--- config.mk ---
export PLATFORM = sky130hd
export DESIGN_NAME = adc_slot_seq
export DESIGN_NICKNAME = d
export VERILOG_FILES = /design/src/rtl/adc_seq_pkg.sv /design/src/rtl/seq_cfg_latch.sv /design/src/rtl/slot_timer.sv /design/src/rtl/result_writer.sv /design/src/rtl/adc_slot_seq.sv
export SDC_FILE = /design/constraint.sdc
export NUM_CORES = 1
export LEC_CHECK = 0
export BUFFER_PORTS_ARGS = -buffer_cell sky130_fd_sc_hd__buf_2
export CORE_MARGIN = 2
export CORE_UTILIZATION = 34
export CTS_CLUSTER_DIAMETER = 40
export DETAILED_ROUTE_END_ITERATION = 10
export GPL_TIMING_DRIVEN = 0
export HOLD_SLACK_MARGIN = 0.12
export PLACE_DENSITY = 0.58
export SYNTH_ARGS = -nofsm -noshare
export SYNTH_HDL_FRONTEND = slang
export SYNTH_HIERARCHICAL = 1
export SYNTH_SLANG_ARGS = --single-unit
--- constraint.sdc ---
create_clock -name clk_i -period 3 [get_ports clk_i]
set_clock_uncertainty 0.1 [all_clocks]
set_input_delay 0.45 -clock clk_i [delete_from_list [all_inputs] [get_ports clk_i]]
set_output_delay 0.45 -clock clk_i [all_outputs]
set_load 0.01 [all_outputs]
--- src/rtl/adc_seq_pkg.sv ---
package adc_seq_pkg;
  localparam int unsigned SEL_W  = 4;
  localparam int unsigned ADDR_W = 4;
  localparam int unsigned N_CHAN = 7;
  localparam logic [SEL_W-1:0] CODE_X0 = 4'hA;
  localparam logic [SEL_W-1:0] CODE_X1 = 4'hB;

  typedef enum logic {ST_IDLE, ST_RUN} seq_state_e;

  typedef struct packed {
    logic              valid;
    logic [ADDR_W-1:0] addr;
  } ram_slot_t;

  // Result address is keyed by signal code, not slot index.
  function automatic ram_slot_t map_addr(input logic [SEL_W-1:0] code);
    ram_slot_t r;
    r.valid = 1'b0;
    r.addr  = '0;
    if (code < SEL_W'(N_CHAN)) begin
      r.valid = 1'b1;
      r.addr  = ADDR_W'(code);
    end else if (code == CODE_X0) begin
      r.valid = 1'b1;
      r.addr  = ADDR_W'(N_CHAN);
    end else if (code == CODE_X1) begin
      r.valid = 1'b1;
      r.addr  = ADDR_W'(N_CHAN + 1);
    end
    return r;
  endfunction
endpackage

--- src/rtl/seq_cfg_latch.sv ---
module seq_cfg_latch #(
  parameter int unsigned SLOTS_MAX = 10,
  parameter int unsigned CNT_W     = 4,
  parameter int unsigned SEL_W     = 4
) (
  input  logic                                clk_i,
  input  logic                                rst_ni,
  input  logic                                load_i,
  input  logic                                use_alt_i,
  input  logic [CNT_W-1:0]                    count_i,
  input  logic [1:0]                          fir_len_i,
  input  logic [SLOTS_MAX*SEL_W-1:0]          reg_sel_i,
  input  logic [SLOTS_MAX*SEL_W-1:0]          alt_sel_i,
  output logic [CNT_W-1:0]                    count_o,
  output logic [1:0]                          len_o,
  output logic [SLOTS_MAX-1:0][SEL_W-1:0]     sel_o
);
  localparam logic [CNT_W-1:0] MAX_CNT = CNT_W'(SLOTS_MAX);

  always_ff @(posedge clk_i or negedge rst_ni) begin
    if (!rst_ni) begin
      count_o <= '0;
      len_o   <= '0;
    end else if (load_i) begin
      count_o <= (count_i > MAX_CNT) ? MAX_CNT : count_i;
      len_o   <= (fir_len_i == 2'd3) ? 2'd2 : fir_len_i;
    end
  end

  // Only the effective selection is stored per slot.
  for (genvar g = 0; g < SLOTS_MAX; g++) begin : g_slot
    always_ff @(posedge clk_i or negedge rst_ni) begin
      if (!rst_ni) begin
        sel_o[g] <= '0;
      end else if (load_i) begin
        sel_o[g] <= use_alt_i ? alt_sel_i[g*SEL_W +: SEL_W]
                              : reg_sel_i[g*SEL_W +: SEL_W];
      end
    end
  end
endmodule

--- src/rtl/slot_timer.sv ---
module slot_timer (
  input  logic       clk_i,
  input  logic       rst_ni,
  input  logic       restart_i,
  input  logic       tick_i,
  input  logic [1:0] len_i,
  output logic       end_o
);
  logic [1:0] cnt_q;

  assign end_o = tick_i && (cnt_q == len_i);

  always_ff @(posedge clk_i or negedge rst_ni) begin
    if (!rst_ni) begin
      cnt_q <= '0;
    end else if (restart_i || end_o) begin
      cnt_q <= '0;
    end else if (tick_i) begin
      cnt_q <= cnt_q + 2'd1;
    end
  end
endmodule

--- src/rtl/result_writer.sv ---
module result_writer
  import adc_seq_pkg::*;
#(
  parameter int unsigned DATA_W = 24,
  parameter int unsigned SHIFT  = 8
) (
  input  logic                    clk_i,
  input  logic                    rst_ni,
  input  logic                    end_i,
  input  logic [SEL_W-1:0]        code_i,
  input  logic [DATA_W-1:0]       data_i,
  output logic                    we_o,
  output logic [ADDR_W-1:0]       addr_o,
  output logic [DATA_W+SHIFT-1:0] data_o
);
  ram_slot_t slot_w;

  assign slot_w = map_addr(code_i);

  always_ff @(posedge clk_i or negedge rst_ni) begin
    if (!rst_ni) begin
      we_o   <= 1'b0;
      addr_o <= '0;
      data_o <= '0;
    end else begin
      we_o <= end_i && slot_w.valid;
      if (end_i && slot_w.valid) begin
        addr_o <= slot_w.addr;
        data_o <= {data_i, {SHIFT{1'b0}}};
      end
    end
  end
endmodule

--- src/rtl/adc_slot_seq.sv ---
module adc_slot_seq
  import adc_seq_pkg::*;
#(
  parameter int unsigned SLOTS_MAX = 10,
  parameter int unsigned DATA_W    = 24,
  parameter int unsigned SHIFT     = 8,
  localparam int unsigned CNT_W    = $clog2(SLOTS_MAX + 1),
  localparam int unsigned RAM_W    = DATA_W + SHIFT
) (
  input  logic                       clk_i,
  input  logic                       rst_ni,
  input  logic                       slow_tick_i,
  input  logic [CNT_W-1:0]           slot_count_i,
  input  logic [1:0]                 fir_len_i,
  input  logic [SLOTS_MAX*SEL_W-1:0] reg_sel_i,
  input  logic [SLOTS_MAX*SEL_W-1:0] alt_sel_i,
  input  logic                       alt_req_i,
  output logic                       alt_pend_o,
  output logic [SEL_W-1:0]           mux_sel_o,
  output logic                       conv_start_o,
  input  logic [DATA_W-1:0]          conv_data_i,
  output logic                       ram_we_o,
  output logic [ADDR_W-1:0]          ram_addr_o,
  output logic [RAM_W-1:0]           ram_wdata_o,
  output logic                       seq_done_o
);
  seq_state_e                     state_q;
  logic [CNT_W-1:0]               slot_q;
  logic [CNT_W-1:0]               cnt_l;
  logic [1:0]                     len_l;
  logic [SLOTS_MAX-1:0][SEL_W-1:0] sel_l;
  logic                           alt_act_q;
  logic                           fin_q;
  logic                           start_q;
  logic                           done_q;
  logic                           pend_q;
  logic                           start_seq;
  logic                           run_tick;
  logic                           slot_end;
  logic                           last_slot;
  logic [SEL_W-1:0]               cur_sel;

  assign start_seq = (state_q == ST_IDLE) && slow_tick_i && (slot_count_i != '0);
  assign run_tick  = (state_q == ST_RUN) && slow_tick_i;
  assign last_slot = (slot_q == cnt_l - CNT_W'(1));
  assign cur_sel   = sel_l[slot_q];

  seq_cfg_latch #(
    .SLOTS_MAX (SLOTS_MAX),
    .CNT_W     (CNT_W),
    .SEL_W     (SEL_W)
  ) u_cfg (
    .clk_i     (clk_i),
    .rst_ni    (rst_ni),
    .load_i    (start_seq),
    .use_alt_i (pend_q),
    .count_i   (slot_count_i),
    .fir_len_i (fir_len_i),
    .reg_sel_i (reg_sel_i),
    .alt_sel_i (alt_sel_i),
    .count_o   (cnt_l),
    .len_o     (len_l),
    .sel_o     (sel_l)
  );

  slot_timer u_timer (
    .clk_i     (clk_i),
    .rst_ni    (rst_ni),
    .restart_i (start_seq),
    .tick_i    (run_tick),
    .len_i     (len_l),
    .end_o     (slot_end)
  );

  result_writer #(
    .DATA_W (DATA_W),
    .SHIFT  (SHIFT)
  ) u_wr (
    .clk_i  (clk_i),
    .rst_ni (rst_ni),
    .end_i  (slot_end),
    .code_i (cur_sel),
    .data_i (conv_data_i),
    .we_o   (ram_we_o),
    .addr_o (ram_addr_o),
    .data_o (ram_wdata_o)
  );

  always_ff @(posedge clk_i or negedge rst_ni) begin
    if (!rst_ni) begin
      state_q   <= ST_IDLE;
      slot_q    <= '0;
      alt_act_q <= 1'b0;
      start_q   <= 1'b0;
      fin_q     <= 1'b0;
      done_q    <= 1'b0;
    end else begin
      start_q <= start_seq || (slot_end && !last_slot);
      fin_q   <= slot_end && last_slot;
      done_q  <= fin_q;
      if (start_seq) begin
        state_q   <= ST_RUN;
        slot_q    <= '0;
        alt_act_q <= pend_q;
      end else if (slot_end) begin
        if (last_slot) state_q <= ST_IDLE;
        else           slot_q  <= slot_q + CNT_W'(1);
      end
    end
  end

  // Request wins over the self-clear.
  always_ff @(posedge clk_i or negedge rst_ni) begin
    if (!rst_ni)                  pend_q <= 1'b0;
    else if (alt_req_i)           pend_q <= 1'b1;
    else if (fin_q && alt_act_q)  pend_q <= 1'b0;
  end

  assign alt_pend_o   = pend_q;
  assign conv_start_o = start_q;
  assign seq_done_o   = done_q;
  assign mux_sel_o    = (state_q == ST_RUN) ? cur_sel : '0;
endmodule

==> results.cfg, run 1 <==
[finish]
syn_to_final_growth_pct = 28.5
layout_common_cells = buf_2 (160), dfrtp_1 (87), mux2i_1 (60)
antenna_cells = 0
layout-drive-gt1-share_pct = 38.5
final_common_cell = buf_2
fillerInstances = 1279
nets = 703

[grt]
antenna_found_initial = 0
grt_max_degree = 67
grt_pass1_vias = 3745
grt_overflow_total = 0
grtUsageTotal_pct = 16.1
grt_pass1_wl_mm = 18.4

[clocking]
clock-sinks = 87
clock-root-buffer = clkbuf_16
post_cts.repair.setup_buffers = 0
numCtsBuffers = 9
clkTransAtPathRegs_ns = 0.06
cts_tree = built
worstSkewPairLatency_ns = 0.33
cts_buffer_depth = 2
htree_num_levels = 3

[die]
pin_count = 158
dieWidth_um = 121
num_rows = 42
core_sq_mm = 0.0132
start_util_pct = 34.9
fp.dieH_um = 121
die_area_sq_mm = 0.0145

[synth]
synth_flop_cell = dfrtp_1
syn_area_sq_mm = 0.00462
yosysSeqAreaShare_pct = 47.1
ys_types = 50
syn_area_per_cell_sq_um = 11.1
yosys_warnings = 6
synth-async-reset-ratio_pct = 100
synth_cells = 418
synth-seq-cells = 87
synth-edff-count = 0

[run]
maxCapViolCount = 0

[timing]
fmax_mhz = 354
post-route-min-period_ns = 2.83
tns_ns = 0
setup_viol = 0
slew_headroom_pct = 58.8
rsz0062_at_grt = no
hold_violations = 0
drv_slew = 0
period_share_pct = 94.2
worst_pin_slew_ns = 0.613
setup_slack_ns = 0.175

[routing]
dr.pass1.iters = 4
route.vias.total = 3662
viasPerCell = 4.77
final_antenna_net_count = 0
wire_per_inst_um = 14.7
drtIter0Drc = 236
wl_mm = 11.3
route.detailed.drc = 0

[setup_path]
r2r_cells = 10
cp-start-kind = flop
worstPathRequired_ns = 3.11
cp_max_fo = 10
end_kind = flop
worstPathArrival_ns = 2.94
worstSetupPathType = reg -> reg

[pwr]
swShare_pct = 38.6
powerDensity_mw_per_mm2 = 1070
power.leakage_nw = 3.21
peakVddDrop_v = 0.000346
p_comb_share_pct = 49.6
p_int_mw = 3.90
total_power_mw = 6.36
p_sw_mw = 2.45
power_frac_clock_pct = 17.2
seqPwrFrac_pct = 33.2

[placed_design]
dp_hpwl_mm = 8.48
pre_cts_slack_ns = 0.149
io_buffers = 149
place_congestion = 0.817

[status]
outcome = finished clean

[worst_hold_path]
hold_path_class = in -> reg
min_path_cells = 2
[final timing paths]
kind | from | end | slack [ns]
min in group asynchronous | rst_ni | u_cfg/sel_o[8]$_DFFE_PN0P_ | 0.46
max in group asynchronous | rst_ni | u_wr/data_o[27]$_DFFE_PN0P_ | 1.71
worst max register to register | slot_q[0]$_DFFE_PN0P_ | u_wr/data_o[29]$_DFFE_PN0P_ | 0.17
worst max-delay path | slot_q[0]$_DFFE_PN0P_ | u_wr/data_o[29]$_DFFE_PN0P_ | 0.17
worst min register to register | fin_q$_DFF_PN0_ | seq_done_o$_DFF_PN0_ | 0.28
worst min-delay path | alt_req_i | alt_pend_o$_DFFE_PN0P_ | 0.20
[cell usage after synthesis (2+ instances only)]
cell type,count,area (sq um)
a31oi_1,3,18.8
and2_1,5,31.3
nand2b_1,5,31.3
a21o_1,2,15.0
or4_1,2,15.0
nand3_1,5,25.0
nand2_1,17,63.8
o211ai_1,4,30.0
or2_2,2,12.5
nand3b_1,4,30.0
clkbuf_1,2,7.51
nor2_1,48,180
buf_8,2,30.0
buf_4,9,67.6
nor2b_1,6,37.5
dfrtp_1,87,2180
ha_1,2,25.0
xnor2_1,6,52.6
buf_2,12,60.1
xor2_1,2,17.5
mux2_4,18,270
a41o_1,4,40.0
a22oi_1,5,37.5
o22ai_1,3,18.8
nor3b_1,2,15.0
buf_6,4,45.0
a21oi_1,50,250
and3_1,3,18.8
inv_1,8,30.0
buf_12,4,80.1
mux2_2,8,90.1
o21ai_0,7,35.0
mux2i_1,60,601
[kinds of logic after synthesis]
| group | Yosys count | share of synthesized area, % |
|---|---|---|
| AO/OA/AOI/OAI | 89 | 11.9 |
| XOR/XNOR | 8 | 1.52 |
| adder cells (fa/ha/maj) | 2 | 0.542 |
| buffers and inverters | 41 | 6.93 |
| flip-flops | 87 | 47.1 |
| multiplexers | 86 | 20.8 |
| other | 1 | 0.0812 |
| AND/OR/NAND/NOR | 104 | 11.1 |
[power by group through the flow]
stage               Clock (mW)  Combinational [mW]  Sequential (mW)
detailed placement           0                3.16             2.13
global route              1.16                3.50             2.19
floorplan                    0                2.22             2.14
global placement             0                3.07             2.11
finish                    1.10                3.15             2.11
CTS                       1.12                3.18             2.12
[layout make-up]
cell class              instances  area [sq um]  share of cell area (%)
repair buffers                151           786                    13.2
plain buffers                  33           290                    4.89
multi-input cells             297          2150                    36.2
clock buffers                  13           240                    4.05
well taps                     176           220                    3.71
clock inverters                 3          43.8                   0.738
flip-flops and latches         87          2180                    36.7
inverters                       8          30.0                   0.506
[flip-flops by register name, summed over array words and instances, names as in the netlist]
| register | flops |
|---|---|
| conv_start_o | 1 |
| u_cfg/len_o | 2 |
| u_wr/data_o | 24 |
| seq_done_o | 1 |
| alt_act_q | 1 |
| u_cfg/sel_o | 40 |
| slot_q | 4 |
| fin_q | 1 |
| alt_pend_o | 1 |
| u_wr/addr_o | 4 |
| u_wr/we_o | 1 |
| state_q | 1 |
| u_cfg/count_o | 4 |
| u_timer/cnt_q | 2 |
[routing by layer]
| layer | vias up | share of wire [%] | GRT usage (%) |
|---|---|---|---|
| li1 | 1803 | - | - |
| met2 | 89 | 48 | 25.8 |
| met1 | 1752 | 45 | 21.5 |
| met3 | 18 | 4.6 | 2.88 |
| met5 | - | 0 | 0 |
| met4 | 0 | 2.5 | 6.40 |
[per-stage QoR]
stage / cells / hold WS [ns] / util, % / cell area (sq um)
finish: 768 / 0.199 / 44.8 / 5940
global route: 768 / 0.193 / 44.8 / 5940
CTS: 768 / 0.193 / 44.8 / 5940
detailed placement: 751 / 0.265 / 42.6 / 5640
global placement: 750 / 0.261 / 42.4 / 5610
floorplan: 425 / 0.0544 / - / 4650
[critical path, cell delays in order, from the launching register on]
cell and delay, ns:
dfrtp_1 0.35, buf_4 0.19, buf_2 0.32, mux2i_1 0.26, nand3_1 0.10, a41o_1 0.27
buf_6 0.15, nor2b_4 0.13, o21ai_4 0.31, buf_8 0.21, mux2_4 0.31
[repair_timing]
| action | in CTS | in global routing |
|---|---|---|
| endpoints found under the hold margin | 21 | 0 |
| hold buffers | 1 | 0 |
| gates resized for setup | 0 | 0 |
Power figures use the tool's default switching activity.
==> inputs of run 2 (changes only) <==
Settings changed: PLACE_DENSITY 0.58 to 0.6, RECOVER_POWER set to 100.
Clock period 3 ns to 2.4 ns, I/O delays scaled along.
==> results.cfg, run 2 (same netlist as run 1, synthesis figures left out) <==
[setup_path]
slowest_stage = dfrtp_1
rrSetupSlack_ns = -0.06
worstPathRequired_ns = 2.52
cp-start-kind = flop
critPathBufInv = 5
crit_family = buffers and inverters
end_kind = flop
r2r_start = slot_q[0]$_DFFE_PN0P_
worstPathArrival_ns = 2.59
worstSetupPathType = reg -> reg
r2r_end = u_wr/data_o[25]$_DFFE_PN0P_
crit_top_cell = buf_6
cp_max_fo = 7
r2r_cells = 11
path_cells = buf_6, buf_12, mux2i_1, nand3_1, a41o_1, buf_6, nor2b_4, o21ai_4, buf_6, buf_6, mux2_4
slowest_delay_ns = 0.36

[routing]
viasPerCell = 4.82
final_antenna_net_count = 0
route.detailed.drc = 0
dr.pass1.iters = 5
wire_per_inst_um = 15.3
route.vias.total = 3787
wl_mm = 12.0
drtIter0Drc = 167

[placed_design]
dp_hpwl_mm = 8.53
placed_area_sq_mm = 0.00566
place_congestion = 0.811
io_buffers = 149

[worst_hold_path]
hold_path_class = in -> reg
hold_start = conv_data_i[12]
hold_path_end = u_wr/data_o[20]$_DFFE_PN0P_
min_path_cells = 2

[finish]
top_register = u_cfg/sel_o
reg.largest.list = u_cfg/sel_o: 40 flops, u_wr/data_o: 24 flops
layout-drive-gt1-share_pct = 38.9
syn_to_final_growth_pct = 36.3
seqCellArea_sq_mm = 0.00218
layout_common_cells = buf_2 (119), dfrtp_1 (86), mux2i_1 (51)
multiInputGateArea_sq_mm = 0.00229
antenna_cells = 0
fillerInstances = 1307
final_common_cell = buf_2
nets = 725
final_area_sq_mm = 0.00629
fin_util_pct = 47.5
largest_reg_flops = 40

[status]
violations = negative setup slack
outcome = complete, but fails checks

[timing]
hold_ws_ns = 0.147
drv_slew = 0
worst_pin_slew_ns = 1.47
post-route-min-period_ns = 2.46
fmax_mhz = 406
tns_ns = -1.38
slew_headroom_pct = 1.93
period_share_pct = 103
hold_violations = 0
setup_slack_ns = -0.0643
rsz0062_at_grt = yes
setup_viol = 26

[grt]
grtUsageTotal_pct = 16.9
grt_pass1_wl_mm = 19.3
antenna_found_initial = 0
grt_pass1_vias = 3907
grt_overflow_total = 0
grt_max_degree = 63

[pwr]
total_power_mw = 8.88
power.leakage_nw = 3.27
peakVddDrop_v = 0.000412
powerDensity_mw_per_mm2 = 1410

[clocking]
clkTransAtPathRegs_ns = 0.06
htree_num_levels = 3
clock-sinks = 87
cts_tree = built
numCtsBuffers = 9
worstSkewPairLatency_ns = 0.34
clock-root-buffer = clkbuf_16
cts_buffer_depth = 2

[die]
dieWidth_um = 121
die_area_sq_mm = 0.0145
fp.dieH_um = 121
num_rows = 42
core_sq_mm = 0.0132
pin_count = 158
start_util_pct = 34.9

[run]
maxCapViolCount = 0
[run 2: changes by cell type in the layout (fill, tap and decap cells not counted), sizes merged]
cell,before,now
dlygate4sd3,1,2
clkbuf,15,49
buf,181,165
clkinv,2,1
[run 2: how the worst max path moves through the flow]
| stage | start | depth (start not counted) | slack [ns] | end |
|---|---|---|---|---|
| after floorplan | slot_q[0]$_DFFE_PN0P_ | 10 | 0.01 | u_wr/data_o[10]$_DFFE_PN0P_ |
| after global placement | slot_q[1]$_DFFE_PN0P_ | 9 | -0.36 | u_wr/data_o[28]$_DFFE_PN0P_ |
| after detailed placement | slot_q[1]$_DFFE_PN0P_ | 9 | -0.38 | u_wr/data_o[29]$_DFFE_PN0P_ |
| after CTS | slot_q[0]$_DFFE_PN0P_ | 11 | -0.06 | u_wr/data_o[14]$_DFFE_PN0P_ |
| after global routing | slot_q[0]$_DFFE_PN0P_ | 11 | -0.13 | u_wr/data_o[23]$_DFFE_PN0P_ |
| final | slot_q[0]$_DFFE_PN0P_ | 11 | -0.06 | u_wr/data_o[25]$_DFFE_PN0P_ |
[run 2: cell type report]
cell class / count / area share [%]
flip-flops and latches: 87 / 34.6
clock buffers: 10 / 3.80
plain buffers: 33 / 5.33
well taps: 176 / 3.50
multi-input cells: 297 / 36.4
inverters: 8 / 0.477
clock inverters: 2 / 0.557
repair buffers: 173 / 15.3
[run 2: power by group]
part / internal [mW] / leakage (nW) / switching (mW)
Combinational: 2.52 / 2.12 / 2.32
Sequential: 2.19 / 1.02 / 0.501
Clock: 0.809 / 0.136 / 0.534
[run 2: through the flow]
| step | worst slack (ns) | cells |
|---|---|---|
| floorplan | 0.00951 | 425 |
| global placement | -0.360 | 750 |
| detailed placement | -0.382 | 751 |
| CTS | -0.0588 | 785 |
| global route | -0.129 | 786 |
| finish | -0.0643 | 786 |
[run 2: layer usage]
metal  up-vias  GRT usage, %  routed length [um]
met2       108          29.1                6140
met1      1818          21.0                5110
met3        21          2.55                 492
met4         0          7.56                 284
met5         -             0                   0
li1       1840             -                   -
[run 2: repair_timing]
item | CTS | global route
endpoints found under the setup margin | 31 | 41
gates cloned | 2 | 0
hold buffers | 2 | 0
gates resized for setup | 42 | 12
hold endpoints to repair | 26 | 0
pin swaps | 7 | 6
buffers inserted | 18 | 1
==> inputs of run 3 (changes only) <==
Settings changed: PLACE_DENSITY 0.6 to 0.61, SYNTH_HIERARCHICAL 1 to unset.
==> results.cfg, run 3 <==
[status]
outcome = complete, but fails checks
violations = negative setup slack

[finish]
final_common_cell = buf_2
fillerInstances = 1186
syn_to_final_growth_pct = 38.1
largest_reg_flops = 40
layout_common_cells = buf_2 (117), dfrtp_1 (87), nand2_1 (59)
antenna_cells = 0
nets = 693
multiInputGateArea_sq_mm = 0.00209
finalNonFillerCells = 753
top_register = u_cfg.sel_o
reg.largest.list = u_cfg.sel_o: 40 flops, u_wr.data_o: 24 flops
seqCellArea_sq_mm = 0.00218
final_area_sq_mm = 0.00601
layout-drive-gt1-share_pct = 38.2

[grt]
grt_pass1_wl_mm = 17.4
grtUsageTotal_pct = 16.5
grt_pass1_vias = 3531
grt_overflow_total = 0
grt_max_degree = 72
antenna_found_initial = 0

[timing]
slew_headroom_pct = 37.7
post-route-min-period_ns = 2.63
period_share_pct = 110
fmax_mhz = 380
hold_violations = 0
worst_pin_slew_ns = 0.935
setup_viol = 32
drv_slew = 0
setup_slack_ns = -0.234
rsz0062_at_grt = yes

[setup_path]
worstPathRequired_ns = 2.52
worstPathArrival_ns = 2.75
worstSetupPathType = reg -> reg
cp_max_fo = 8
path_cells = buf_6, mux4_2, mux2i_4, o22ai_2, a21oi_2, a21boi_4, buf_12, buf_12, mux2_4
r2r_cells = 9
path_depth = 9
slowest_delay_ns = 0.54
cp-start-kind = flop
crit_family = multiplexers
slowest_stage = mux4_2
crit_top_cell = buf_12
end_kind = flop
critPathBufInv = 3

[synth]
synth_compound_area_share_pct = 9.98
yosysTopAreaCellShare_pct = 50.0
syn_area_per_cell_sq_um = 11.4
synth_flop_cell = dfrtp_1
synth_top_area_cell = dfrtp_1
yosys_warnings = 0
synth-seq-cells = 87
syn_area_sq_mm = 0.00435
ys_types = 46
yosys.area_share.xor_xnor_pct = 2.62
synth-edff-count = 0
synth_cells = 383
synthSimpleGateAreaFrac_pct = 8.97
synth_mux_area_share_pct = 22.7
synthAdderAreaFrac_pct = 0.575
yosysSeqAreaShare_pct = 50.0
synth-async-reset-ratio_pct = 100
synth_top_family_by_area = multiplexers
yosys-top-cells-count = dfrtp_1 (87), nand2_1 (59), mux2i_1 (49), o21ai_0 (44), mux2_4 (18)
synth_area_leaders = dfrtp_1 (50%), mux2i_1 (11%), mux2_4 (6.2%)
synth_most_common_cell = dfrtp_1

[placed_design]
dp_hpwl_mm = 7.90
dp_cells = 712
placed_area_sq_mm = 0.00537
place_congestion = 0.751
io_buffers = 149

[die]
pin_count = 158
core_sq_mm = 0.0126
fp.dieH_um = 117
die_area_sq_mm = 0.0137
dieWidth_um = 117
num_rows = 41
start_util_pct = 34.6

[pwr]
seqPwrFrac_pct = 30.1
peakVddDrop_v = 0.000605
powerDensity_mw_per_mm2 = 1410
p_sw_mw = 3.08
swShare_pct = 36.3
p_int_mw = 5.40
power_frac_clock_pct = 15.6
power.leakage_nw = 3.11
p_comb_share_pct = 54.3

[run]
maxCapViolCount = 0

[worst_hold_path]
hold_path_class = in -> reg
min_path_cells = 2

[routing]
dr.pass1.iters = 4
wl_mm = 11.0
route.detailed.drc = 0
drtIter0Drc = 151
route.vias.total = 3530
final_antenna_net_count = 0
wire_per_inst_um = 14.6
viasPerCell = 4.69

[clocking]
numCtsBuffers = 9
clock-root-buffer = clkbuf_16
clkTransAtPathRegs_ns = 0.06
clock-sinks = 87
cts_tree = built
htree_num_levels = 3
worstSkewPairLatency_ns = 0.34
cts_buffer_depth = 2
run 3: cell types whose count changed after synthesis, sizes merged, moves of 11 or more:
| cell | previous run | this run |
|---|---|---|
| o21ai | 8 | 46 |
| clkbuf | 2 | 15 |
| mux2i | 60 | 49 |
| a21oi | 51 | 4 |
| nand2 | 17 | 59 |
| buf | 31 | 17 |
| nor2 | 48 | 13 |
run 3: through the flow:
step / TNS [ns] / total power, mW / hold WS (ns) / worst slack [ns] / utilization, %
2_1_floorplan: -1.62 / 5.03 / -0.0356 / -0.0931 / -
3_3_place_gp: -10.58 / 5.94 / 0.286 / -0.373 / 42.5
3_5_place_dp: -12.97 / 6.09 / 0.154 / -0.443 / 42.7
4_1_cts: -6.42 / 8.29 / 0.135 / -0.259 / 47.6
5_1_grt: -9.50 / 9.13 / 0.139 / -0.322 / 47.8
6_report: -6.21 / 8.47 / 0.152 / -0.234 / 47.8
run 3: metal layers:
metal	track usage (%)	vias up	wire length [um]
li1	-	1724	-
met1	20.4	1668	4820
met2	28.6	126	5350
met3	4.48	12	675
met4	4.78	0	153
met5	0	-	0
run 3: cell type report:
| type | count | share of cell area (%) |
|---|---|---|
| flip-flops and latches | 87 | 36.2 |
| multi-input cells | 265 | 34.8 |
| repair buffers | 176 | 17.0 |
| clock buffers | 13 | 4.50 |
| well taps | 172 | 3.58 |
| plain buffers | 32 | 3.29 |
| inverters | 6 | 0.375 |
| clock inverters | 2 | 0.250 |
run 3: power groups by stage:
stage | registers (mW) | logic [mW] | clock network, mW
6_report | 2.55 | 4.60 | 1.32
5_1_grt | 2.63 | 5.06 | 1.44
4_1_cts | 2.53 | 4.39 | 1.37
3_5_place_dp | 2.55 | 3.54 | 0
3_3_place_gp | 2.51 | 3.44 | 0
2_1_floorplan | 2.59 | 2.45 | 0
run 3: logic make-up (layout without fill, tap and decap cells):
family	Yosys count	in the layout
simple gates	92	92
flops	87	87
mux	81	81
compound gates	69	69
buf+inv	38	229
xor+xnor	13	13
fa+ha+maj	2	2
other cells	1	8
run 3: worst paths after layout:
path,from,to,slack [ns]
min in group asynchronous,rst_ni,u_cfg.count_o[0]$_DFFE_PN0N_,0.58
hold / removal,conv_data_i[0],u_wr.data_o[8]$_DFFE_PN0P_,0.15
hold reg to reg,fin_q$_DFF_PN0_,seq_done_o$_DFF_PN0_,0.29
setup / recovery,slot_q[0]$_DFFE_PN0P_,u_wr.data_o[31]$_DFFE_PN0P_,-0.23
max in group asynchronous,rst_ni,u_cfg.sel_o[29]$_DFFE_PN0N_,0.46
setup reg to reg,slot_q[0]$_DFFE_PN0P_,u_wr.data_o[31]$_DFFE_PN0P_,-0.23
run 3: worst register-to-register path: cells and delay by family, from the launching register on:
kind / cells / cell delay [ns]
flops: 1 / 0.36
mux: 3 / 1.04
compound gates: 3 / 0.57
buf+inv: 3 / 0.45
run 3: what timing repair did:
| action | in CTS | in global routing |
|---|---|---|
| hold buffers | 3 | 0 |
| buffers inserted | 17 | 4 |
| endpoints found under the setup margin | 31 | 34 |
| gates cloned | 2 | 0 |
| endpoints found under the hold margin | 18 | 0 |
| pin swaps | 8 | 5 |
| gates resized for setup | 26 | 11 |
